$ cat src/rtl/rcc_buffer.sv
module rcc_buffer #(
  parameter int N = 4,
  parameter int WIDTH = 8,
  localparam int IDXW = (N > 1) ? $clog2(N) : 1,
  localparam int RW = WIDTH + 1
) (
  input  logic             clk,
  input  logic             rst_n,
  input  logic [IDXW-1:0]  idx,
  input  logic             wr_op,
  input  logic [WIDTH-1:0] op_a_in,
  input  logic [WIDTH-1:0] op_b_in,
  input  logic             wr_r0,
  input  logic             wr_r1,
  input  logic             wr_fin,
  input  logic [RW-1:0]    res_in,
  input  logic             ok_in,
  input  logic             mm_in,
  input  logic [RW-1:0]    fin_in,
  input  logic             unc_in,
  output logic [WIDTH-1:0] rd_a,
  output logic [WIDTH-1:0] rd_b,
  output logic [RW-1:0]    rd_r0,
  output logic             rd_ok0,
  output logic [RW-1:0]    rd_r1,
  output logic             rd_ok1,
  output logic [RW-1:0]    rd_res,
  output logic             rd_mm,
  output logic             rd_unc,
  output logic             any_mm
);
  logic [WIDTH-1:0] op_a [N];
  logic [WIDTH-1:0] op_b [N];
  logic [RW-1:0]    r0   [N];
  logic [RW-1:0]    r1   [N];
  logic [RW-1:0]    res  [N];
  logic [N-1:0]     ok0, ok1, mm, unc;

  always_ff @(posedge clk) begin
    if (!rst_n) begin
      for (int i = 0; i < N; i++) begin
        op_a[i] <= '0; op_b[i] <= '0;
        r0[i] <= '0; r1[i] <= '0; res[i] <= '0;
      end
      ok0 <= '0; ok1 <= '0; mm <= '0; unc <= '0;
    end else begin
      if (wr_op) begin
        op_a[idx] <= op_a_in;
        op_b[idx] <= op_b_in;
      end
      if (wr_r0) begin
        r0[idx]  <= res_in;
        ok0[idx] <= ok_in;
        mm[idx]  <= 1'b0;
      end
      if (wr_r1) begin
        r1[idx]  <= res_in;
        ok1[idx] <= ok_in;
        mm[idx]  <= mm_in;
        res[idx] <= r0[idx];
        unc[idx] <= 1'b0;
      end
      if (wr_fin) begin
        res[idx] <= fin_in;
        unc[idx] <= unc_in;
      end
    end
  end

  assign rd_a   = op_a[idx];
  assign rd_b   = op_b[idx];
  assign rd_r0  = r0[idx];
  assign rd_ok0 = ok0[idx];
  assign rd_r1  = r1[idx];
  assign rd_ok1 = ok1[idx];
  assign rd_res = res[idx];
  assign rd_mm  = mm[idx];
  assign rd_unc = unc[idx];
  assign any_mm = |mm;
endmodule

$ cat config.mk
export PLATFORM = sky130hd
export DESIGN_NAME = rcc_buffer
export DESIGN_NICKNAME = d
export VERILOG_FILES = /design/src/rtl/rcc_buffer.sv
export SDC_FILE = /design/constraint.sdc
export NUM_CORES = 1
export LEC_CHECK = 0
export CAP_MARGIN = 10
export CORE_ASPECT_RATIO = 0.7
export CORE_MARGIN = 1
export CORE_UTILIZATION = 63
export DETAILED_ROUTE_END_ITERATION = 7
export DONT_BUFFER_PORTS = 1
export MAX_ROUTING_LAYER = met4
export PLACE_DENSITY = 0.81
export SYNTH_ARGS = -nofsm -noshare
export SYNTH_HDL_FRONTEND = slang
export SYNTH_SLANG_ARGS = --single-unit
export TNS_END_PERCENT = 100
$ cat constraint.sdc
create_clock -name clk -period 2.9 [get_ports clk]
set_input_delay 0.29 -clock clk [delete_from_list [all_inputs] [get_ports clk]]
set_output_delay 0.29 -clock clk [all_outputs]
set_load 0.05 [all_outputs]
==> metrics, run 1 <==
combinational family with the most area after synthesis=multiplexers; critical path required time=2610 ps; diode count=0; TNS Setup=0 ps; Setup crit end kind=output pin; RR Startpoint=r0[1][0]$_SDFFCE_PN0P_; critical path launch point type=flop; TritonCTS Sinks=188; CP max stage delay=820 ps; RSZ-0062 raised after global routing=false; PD cells=683 nW/um^2; endpoints failing hold=0; WL final=17.4 mm; die area=14000 sq um; cell count after synthesis=608; most frequent cells in the layout=edfxtp_1 (172), nor2_1 (132), inv_1 (46); main flop type after synthesis=edfxtp_1; f_max=534 MHz; simple-gate area share of the yosys netlist=0.108; clock skew=7.20 ps; setup violators final=0; total power=6.29 mW; complex-gate fraction of the synthesized area=0.0517; min-delay src=ok_in; core area=13200 sq um; initial drt markers=374; Vias/cell=6.03; Adder-Cell Fraction of Synth Area=0; row count=35; Setup Crit Path Kind=reg -> out; Root Buffer=clkbuf_16; WP buf/inv=0; Post-synth EDFFs=172; Ports=93; worst slew pin tran=906 ps; Filler Cell Count=860; fin util=0.698; Syn Nets=653; Largest delay share family, worst path=simple AND/OR/NAND/NOR gates; initial antenna violation count=0; Leak=3.46 nW; area grow syn2layout=7.80%; arrival time worst endpoint=1580 ps; Distinct cells, synth=29; CP max FO=3; number of remaining DRC errors=0; CTS tree=built; clock period minus worst slack=1870 ps; layout cells sized above 1=0.198; finished layout cell area=9200 sq um; xor and xnor area share after synthesis=0; Placed Area=8580 sq um; fin nets=643; CP cell instances=or4_1; Avg WL per Cell=21.9 um; DP HPWL=11.3 mm; most common cell after layout, fill and taps aside=edfxtp_1; setup bufs post-CTS=0; first-pass GRT wire length=26.9 mm; synth warn=0; Global Route Usage Sum=0.275; count of pins over their slew limit=0; clock-pin slew on the worst setup and hold paths=70 ps; sw power=1.63 mW; Avg Cell Area, Syn=14.0 sq um; via count=4797; Max-slew headroom=0.396; Mapped Area=8540 sq um; Worst Hold Class=in -> reg; drt pass-1 iters=5; part of the Yosys area used for sequential elements=0.643; vias in the first global route=4926; die span in y=99.4 um; largest net degree at the start of global routing=72; internal power=4.66 mW; CP startpoint=mm[2]$_SDFF_PN0_; total grt overflow=0; max cap viols=0; VDD IR max=0.000443 V; Initial Utilization=0.648; FFs w/ async S/R, synth=0; cts bufs inserted=17; Sw Share=0.259; remaining antenna violation count after routing=0; Crit-path slowest cell=or4_1; status=finished, final reports clean; # H-tree levels=4; IO buf count=0; number of synthesized register bits=188; Die Span X=141 um; multiplexer share of the synthesized area=0.144; clk buf depth=2; Tcrit/Tclk final=0.646; Comb pwr share=0.121; Placer Congestion=0.881; hold slack=20.3 ps; clk_lat worst skew=430 ps; clock network power share=0.368; Flop pwr share=0.511
==> logic make-up after synthesis <==
group	after synthesis
AND/OR/NAND/NOR	219
flip-flops	188
buffers and inverters	91
multiplexers	67
AO/OA/AOI/OAI	43
==> path summary, 6_finish.rpt <==
kind	cells past startpoint	to	slack (ps)
setup / recovery	1	any_mm	1030
hold / removal	2	ok1[3]$_SDFFE_PN0P_	20
setup reg to reg	3	res[2][0]$_SDFFCE_PN0P_	1470
hold reg to reg	2	ok0[2]$_SDFFE_PN0P_	470
==> synthesized netlist by cell type, drive strengths merged (3+ instances only) <==
cell,instances,area share
edfxtp,172,0.61
nor2,132,0.058
inv,46,0.020
nand2,45,0.020
mux4,38,0.10
buf,33,0.028
mux2,27,0.041
o21ai,20,0.012
dfxtp,16,0.038
a21boi,14,0.012
nand3,14,0.0082
clkbuf,12,0.0054
a221oi,9,0.028
and3,9,0.0066
nand3b,4,0.0035
nor2b,4,0.0029
and2,3,0.0022
==> per-layer routing <==
layer / track usage / share of wire
met5: - / 0
met4: 0.0886 / 0.014
met3: 0.0905 / 0.085
met2: 0.430 / 0.49
met1: 0.344 / 0.41
==> layout make-up <==
type                            instances  area, sq um  share of cell area
Inverter                               46          173              0.0188
Timing Repair Buffer                   16          128              0.0139
Sequential cell                       188         5490               0.596
Multi-Input combinational cell        329         2600               0.282
Clock buffer                           17          425              0.0462
Clock inverter                         14          161              0.0175
Tap cell                              185          231              0.0252
==> sequential cells by signal, indices dropped and copies added, names as in the netlist <==
register / flops
r0: 36
r1: 36
res: 36
op_a: 32
op_b: 32
mm: 4
ok0: 4
ok1: 4
unc: 4
==> per-stage QoR <==
stage          worst slack (ps)  instances
2_1_floorplan               294        608
3_3_place_gp               1080        761
3_5_place_dp               1070        761
4_1_cts                    1020        795
5_1_grt                     996        795
6_report                   1030        795
==> repair_timing <==
| item | in CTS | in global routing |
|---|---|---|
| endpoints found under the hold margin | 3 | 0 |
| hold buffers | 3 | 0 |
| resized for setup | 0 | 0 |
| endpoints found under the setup margin | 0 | 0 |
==> power by group through the flow <==
stage	clock network, mW	registers, mW	logic [mW]
floorplan	0	3.25	0.699
global placement	0	3.26	0.740
detailed placement	0	3.27	0.753
CTS	2.33	3.21	0.761
global route	2.43	3.23	0.791
finish	2.32	3.21	0.758
(Power assumes the default switching activity.)
==> run 2: changes to the inputs <==
- ABC_AREA: default -> 1
- clock period: 2.9 -> 1.9 ns (I/O delays scaled with it)
==> run 2 against run 1 <==
Net effect: die area decreased by 4.5%; critical path depth increased by 2; clock power increased by 61%; setup slack got worse by 790 ps; sequential cell count unchanged; non-clock buffer count increased by 58; final area increased by 6.1%; core utilization increased by 8.3 points; first-iteration DRC count increased to 3.2 times the previous value; hold slack got worse by 9.0 ps; critical path type unchanged; critical endpoint is now rd_res[0]; largest power group unchanged; highest routed layer unchanged.
==> metrics, run 2 <==
max cap viols=0 (unchanged); sw power=2.69 mW (+65%); initial drt markers=1211 (+220%); row count=34 (-2.9%); worst slack at placement=282 ps (-792 ps); count of pins over their slew limit=0 (unchanged); most common cell after layout, fill and taps aside=nand2_1; number of synthesized register bits=188 (unchanged); post-synth top area cell=edfxtp_1; CP max stage delay=390 ps (-430 ps); Ports=93 (unchanged); CP max FO=1 (-2); Initial Utilization=0.651 (+0.00360); area grow syn2layout=19.9%; CP cell instances=a22oi_1, nand3_1, buf_12; die span in y=97.1 um (-2.3%); Max-slew headroom=0.612 (+0.217); Flop pwr share=0.482 (-0.029); Root Buffer=clkbuf_16; internal power=7.55 mW (+62%); Top Registers=r0 (36), r1 (36), res (36); setup violators final=0 (unchanged); via count=6455 (+35%); f_max=601 MHz; synth warn=0 (unchanged); clock period minus worst slack=1660 ps; number of remaining DRC errors=0 (unchanged); worst slew pin tran=580 ps (-326 ps); diode count=0 (unchanged); main flop type after synthesis=edfxtp_1; Setup crit end kind=output pin; Leak=4.01 nW (+16%); TNS Setup=0 ps (unchanged); vias in the first global route=6314 (+28%); Mapped Area=8140 sq um (-4.6%); VDD IR max=0.000813 V (+83%); Comb pwr share=0.153 (+0.032); clock-pin slew on the worst setup and hold paths=70 ps (about the same); cts bufs inserted=17 (unchanged); status=finished, final reports clean; Vias/cell=6.25 (+3.6%); most frequent cells in the layout=nand2_1 (222), edfxtp_1 (172), nor2_1 (151); initial antenna violation count=0 (unchanged); Sw Share=0.263 (+0.00346); clock skew=5.28 ps (-1.92 ps); cell count after synthesis=804 (+32%); Distinct cells, synth=21 (-28%); critical path required time=1710 ps (-900 ps); TritonCTS Sinks=188 (unchanged); Worst Hold Class=in -> reg; Avg WL per Cell=21.1 um (-3.8%); IO buf count=0 (unchanged); FFs w/ async S/R, synth=0 (unchanged); part of the Yosys area used for sequential elements=0.674 (+0.0309); Filler Cell Count=740 (-14%); clk buf depth=2 (unchanged); Setup Crit Path Kind=reg -> out; endpoints failing hold=0 (unchanged); fin nets=903 (+40%); remaining antenna violation count after routing=0 (unchanged); post-CTS sizing=0 (unchanged); most frequent cell after synthesis=nand2_1; top cells by count, synth=nand2_1 (222), edfxtp_1 (172), nor2_1 (151), inv_1 (69), nand3_1 (55); total grt overflow=0 (unchanged); largest net degree at the start of global routing=28 (-61%); # H-tree levels=4 (unchanged); dominant cells by area after synthesis=edfxtp_1 (63%), nand2_1 (10%), nor2_1 (7.0%); DP HPWL=13.8 mm (+22%); Post-synth EDFFs=172 (unchanged); RSZ-0062 raised after global routing=false; PD cells=1050 nW/um^2 (+53%); area share of the largest cell type after synthesis=0.634 (+0.0291); Global Route Usage Sum=0.355 (+0.0791); critical path launch point type=flop; arrival time worst endpoint=1470 ps (-110 ps); WL final=21.8 mm (+25%); Syn Nets=849 (+30%); CTS tree=built; Crit-path slowest cell=edfxtp_1; die area=13400 sq um (-4.5%); drt pass-1 iters=6 (+1); first-pass GRT wire length=33.5 mm (+24%); Avg Cell Area, Syn=10.1 sq um (-28%); Die Span X=138 um (-2.3%); core area=12500 sq um (-5.1%); layout cells sized above 1=0.116 (-0.0824); clk_lat worst skew=430 ps (about the same); Tcrit/Tclk final=0.876; final worst slack=236 ps (-792 ps); clock network power share=0.365 (-0.003); Placer Congestion=0.887 (+0.64%)
## run 2: cell types whose count changed after synthesis, sizes merged, moves of 13 or more
cell and change:
nand2 +177, nand3 +41, a22oi +38, mux4 -38, inv +28, mux2 -27, nor2 +22, a21boi -13
## run 2: per-stage QoR
stage                     power [mW]  hold slack [ps]  std cells   util  area, sq um
after floorplan                 5.89              340        804      -         8140
after global placement          6.47              338        993  0.726         9080
after detailed placement        6.52              344        993  0.726         9080
after CTS                       10.2             5.11       1032  0.780         9750
after global routing            10.5             13.8       1033  0.781         9760
final                           10.2             11.2       1033  0.781         9760
## run 2: worst paths after layout
path	slack [ps]	endpoint	cells past startpoint	start
setup / recovery	240	rd_res[0]	3	res[0][0]$_SDFFCE_PN0P_
hold reg to reg	490	unc[3]$_SDFF_PN0_	2	unc[3]$_SDFF_PN0_
hold / removal	10	op_a[0][7]$_SDFFCE_PN0P_	2	op_a_in[7]
setup reg to reg	580	res[2][0]$_SDFFCE_PN0P_	6	r0[0][0]$_SDFFCE_PN0P_
## run 2: what timing repair did
action	4_1_cts	5_1_grt
hold endpoints to repair	14	1
buffers inserted	0	0
setup endpoints to repair	0	0
hold buffers	7	1
## run 2: power groups by stage
stage	clock network, mW	registers (mW)	logic, mW
after floorplan	0	4.98	0.911
after global placement	0	5.00	1.47
after detailed placement	0	5.01	1.51
after CTS	3.71	4.93	1.55
after global routing	3.87	4.96	1.64
final	3.74	4.94	1.57
## run 2: logic make-up (layout without fill, tap and decap cells)
| family | count (synthesis) | count (layout) | share of synthesized area |
|---|---|---|---|
| AO/OA/AOI/OAI | 70 | 70 | 0.0561 |
| buffers and inverters | 113 | 180 | 0.0590 |
| flip-flops | 188 | 188 | 0.674 |
| AND/OR/NAND/NOR | 433 | 433 | 0.211 |
## run 2: cell type report
type | count | area [sq um] | share of cell area
Multi-Input combinational cell | 503 | 2180 | 0.223
Clock inverter | 12 | 170 | 0.0174
Tap cell | 162 | 203 | 0.0208
Clock buffer | 20 | 437 | 0.0447
Timing Repair Buffer | 74 | 1010 | 0.104
Inverter | 74 | 278 | 0.0284
Sequential cell | 188 | 5490 | 0.562
## run 2: metal layers
layer / global-route usage / vias up / share of wire
met3: 0.0788 / 72 / 0.13
met5: - / - / 0
li1: - / 2781 / -
met4: 0.136 / 0 / 0.028
met1: 0.475 / 3037 / 0.36
met2: 0.533 / 565 / 0.48
## run 2: worst max-delay path: cells and delay by family, from the launching register on
| kind | cells | cell delay, ps |
|---|---|---|
| AO/OA/AOI/OAI | 1 | 290 |
| AND/OR/NAND/NOR | 1 | 180 |
| flip-flops | 1 | 390 |
| buffers and inverters | 1 | 180 |
==> run 3: changes to the inputs <==
- CTS_BUF_LIST: default -> sky130_fd_sc_hd__clkbuf_8 sky130_fd_sc_hd__clkbuf_16
- HOLD_SLACK_MARGIN: default -> 0.05
- TNS_END_PERCENT: 100 -> default
==> run 3 against run 2 <==
Net effect: sequential cell count is the same; non-clock buffer count grew 19; total power is 0.51% higher; core utilization rose by 1.5 points; sequential power hardly changed; hold slack better by 49 ps; sequential share of layout area is 1.1 points lower; critical path depth is 1 higher; largest power group unchanged; combinational power is 3% higher; global-route usage increased by 1.0 points.
==> metrics, run 3 (synthesis results as in run 2) <==
critical path launch point type=input port; cts bufs inserted=17 (unchanged); Setup crit end kind=flop; critical path required time=2270 ps (+560 ps); CTS tree=built; count of pins over their slew limit=0 (unchanged); Avg WL per Cell=21.7 um (+2.9%); max cap viols=0 (unchanged); total power=10.3 mW (+0.51%); clock skew=5.60 ps (+0.327 ps); layout cells sized above 1=0.113 (-0.00248); Initial Utilization=0.651 (unchanged); clock-pin slew on the worst setup and hold paths=60 ps (about the same); TritonCTS Sinks=188 (unchanged); CP max FO=22 (+21); first-pass GRT wire length=34.4 mm (+2.7%); endpoints failing hold=0 (unchanged); Top Registers=r0 (36), r1 (36), res (36); TNS Setup=0 ps (unchanged); Sw Share=0.265 (+0.00271); fin util=0.796 (+0.0154); post-CTS sizing=0 (unchanged); f_max=586 MHz (-2.5%); fin nets=922 (+2.1%); # H-tree levels=4 (unchanged); Root Buffer=clkbuf_16; via count=6662 (+3.2%); Flop pwr share=0.480 (-0.002); VDD IR max=0.000820 V (+0.87%); drt pass-1 iters=8 (+2); setup violators final=0 (unchanged); number of remaining DRC errors=0 (unchanged); initial antenna violation count=0 (unchanged); WL final=22.8 mm (+4.9%); most common cell after layout, fill and taps aside=nand2_1; Comb pwr share=0.156 (+0.003); status=finished, final reports clean; clock period minus worst slack=1710 ps (+43.1 ps); initial drt markers=1374 (+13%); Global Route Usage Sum=0.365 (+0.0105); vias in the first global route=6442 (+2.0%); remaining antenna violation count after routing=0 (unchanged); Setup Crit Path Kind=in -> reg; clock network power share=0.363 (-0.002); row count=34 (unchanged); PD cells=1030 nW/um^2 (-1.4%); worst slew pin tran=581 ps (+1.77 ps); Ports=93 (unchanged); Vias/cell=6.33 (+1.2%); sw power=2.73 mW (+1.5%); die area=13400 sq um (unchanged); DP HPWL=13.8 mm (unchanged); RSZ-0062 raised after global routing=false; arrival time worst endpoint=2070 ps (+600 ps); Filler Cell Count=703 (-5.0%); clk_lat worst skew=430 ps (about the same); Max-slew headroom=0.611 (-0.00138); largest net degree at the start of global routing=28 (unchanged); most frequent cells in the layout=nand2_1 (222), edfxtp_1 (172), nor2_1 (151); Placer Congestion=0.887 (unchanged); core area=12500 sq um (unchanged); Die Span X=138 um (unchanged); internal power=7.56 mW (+0.14%); die span in y=97.1 um (unchanged); Leak=4.10 nW (+2.3%); clk buf depth=2 (unchanged); area grow syn2layout=22.3%; Worst Hold Class=in -> reg; total grt overflow=0 (unchanged); IO buf count=0 (unchanged); Tcrit/Tclk final=0.899 (+0.0227)
==> run 3: layout make-up <==
type                    count  area [sq um]  area share
inverters                  74           278      0.0279
flip-flops and latches    188          5490       0.551
clock inverters            15           181      0.0182
multi-input cells         503          2180       0.219
clock buffers              17           425      0.0427
well taps                 162           203      0.0204
repair buffers             93          1200       0.121
diodes                      1          2.50    0.000251
==> run 3: repair_timing <==
item,4_1_cts,5_1_grt
hold buffers,26,1
buffers inserted,0,0
setup endpoints to repair,0,0
endpoints found under the hold margin,35,1
==> run 3: metrics by stage <==
step                hold slack (ps)  setup slack, ps  cell area (sq um)  std cells
floorplan                       340             16.0               8140        804
global placement                338              337               9080        993
detailed placement              344              282               9080        993
CTS                            50.6              234               9940       1051
global route                   51.8              182               9950       1052
finish                         60.4              193               9960       1053
==> run 3: power by group through the flow <==
stage | clock network [mW] | registers, mW | logic [mW]
2_1_floorplan | 0 | 4.98 | 0.911
3_3_place_gp | 0 | 5.00 | 1.47
3_5_place_dp | 0 | 5.01 | 1.51
4_1_cts | 3.69 | 4.93 | 1.58
5_1_grt | 3.87 | 4.96 | 1.68
6_report | 3.74 | 4.94 | 1.61
==> run 3: worst max-delay path, stage by stage <==
cell and delay, ps:
dlygate4sd3_1 910, o21ai_0 220, a21oi_1 170, dlygate4sd3_1 580
==> run 3: worst paths after layout <==
kind | startpoint | endpoint | slack [ps] | cells past startpoint
setup / recovery | rst_n | unc[1]$_SDFF_PN0_ | 190 | 4
setup reg to reg | r0[0][0]$_SDFFCE_PN0P_ | res[2][0]$_SDFFCE_PN0P_ | 610 | 6
hold reg to reg | ok1[1]$_SDFFE_PN0P_ | ok1[1]$_SDFFE_PN0P_ | 490 | 2
hold / removal | res_in[3] | r1[3][3]$_DFFE_PP_ | 60 | 2
==> run 3: per-layer routing <==
layer | routed length, um | global-route usage | share of wire | vias to the layer above
met4 | 802 | 0.143 | 0.035 | 0
met5 | 0 | - | 0 | -
met1 | 8020 | 0.487 | 0.35 | 3107
li1 | - | - | - | 2820
met2 | 10800 | 0.551 | 0.47 | 637
met3 | 3240 | 0.0793 | 0.14 | 98
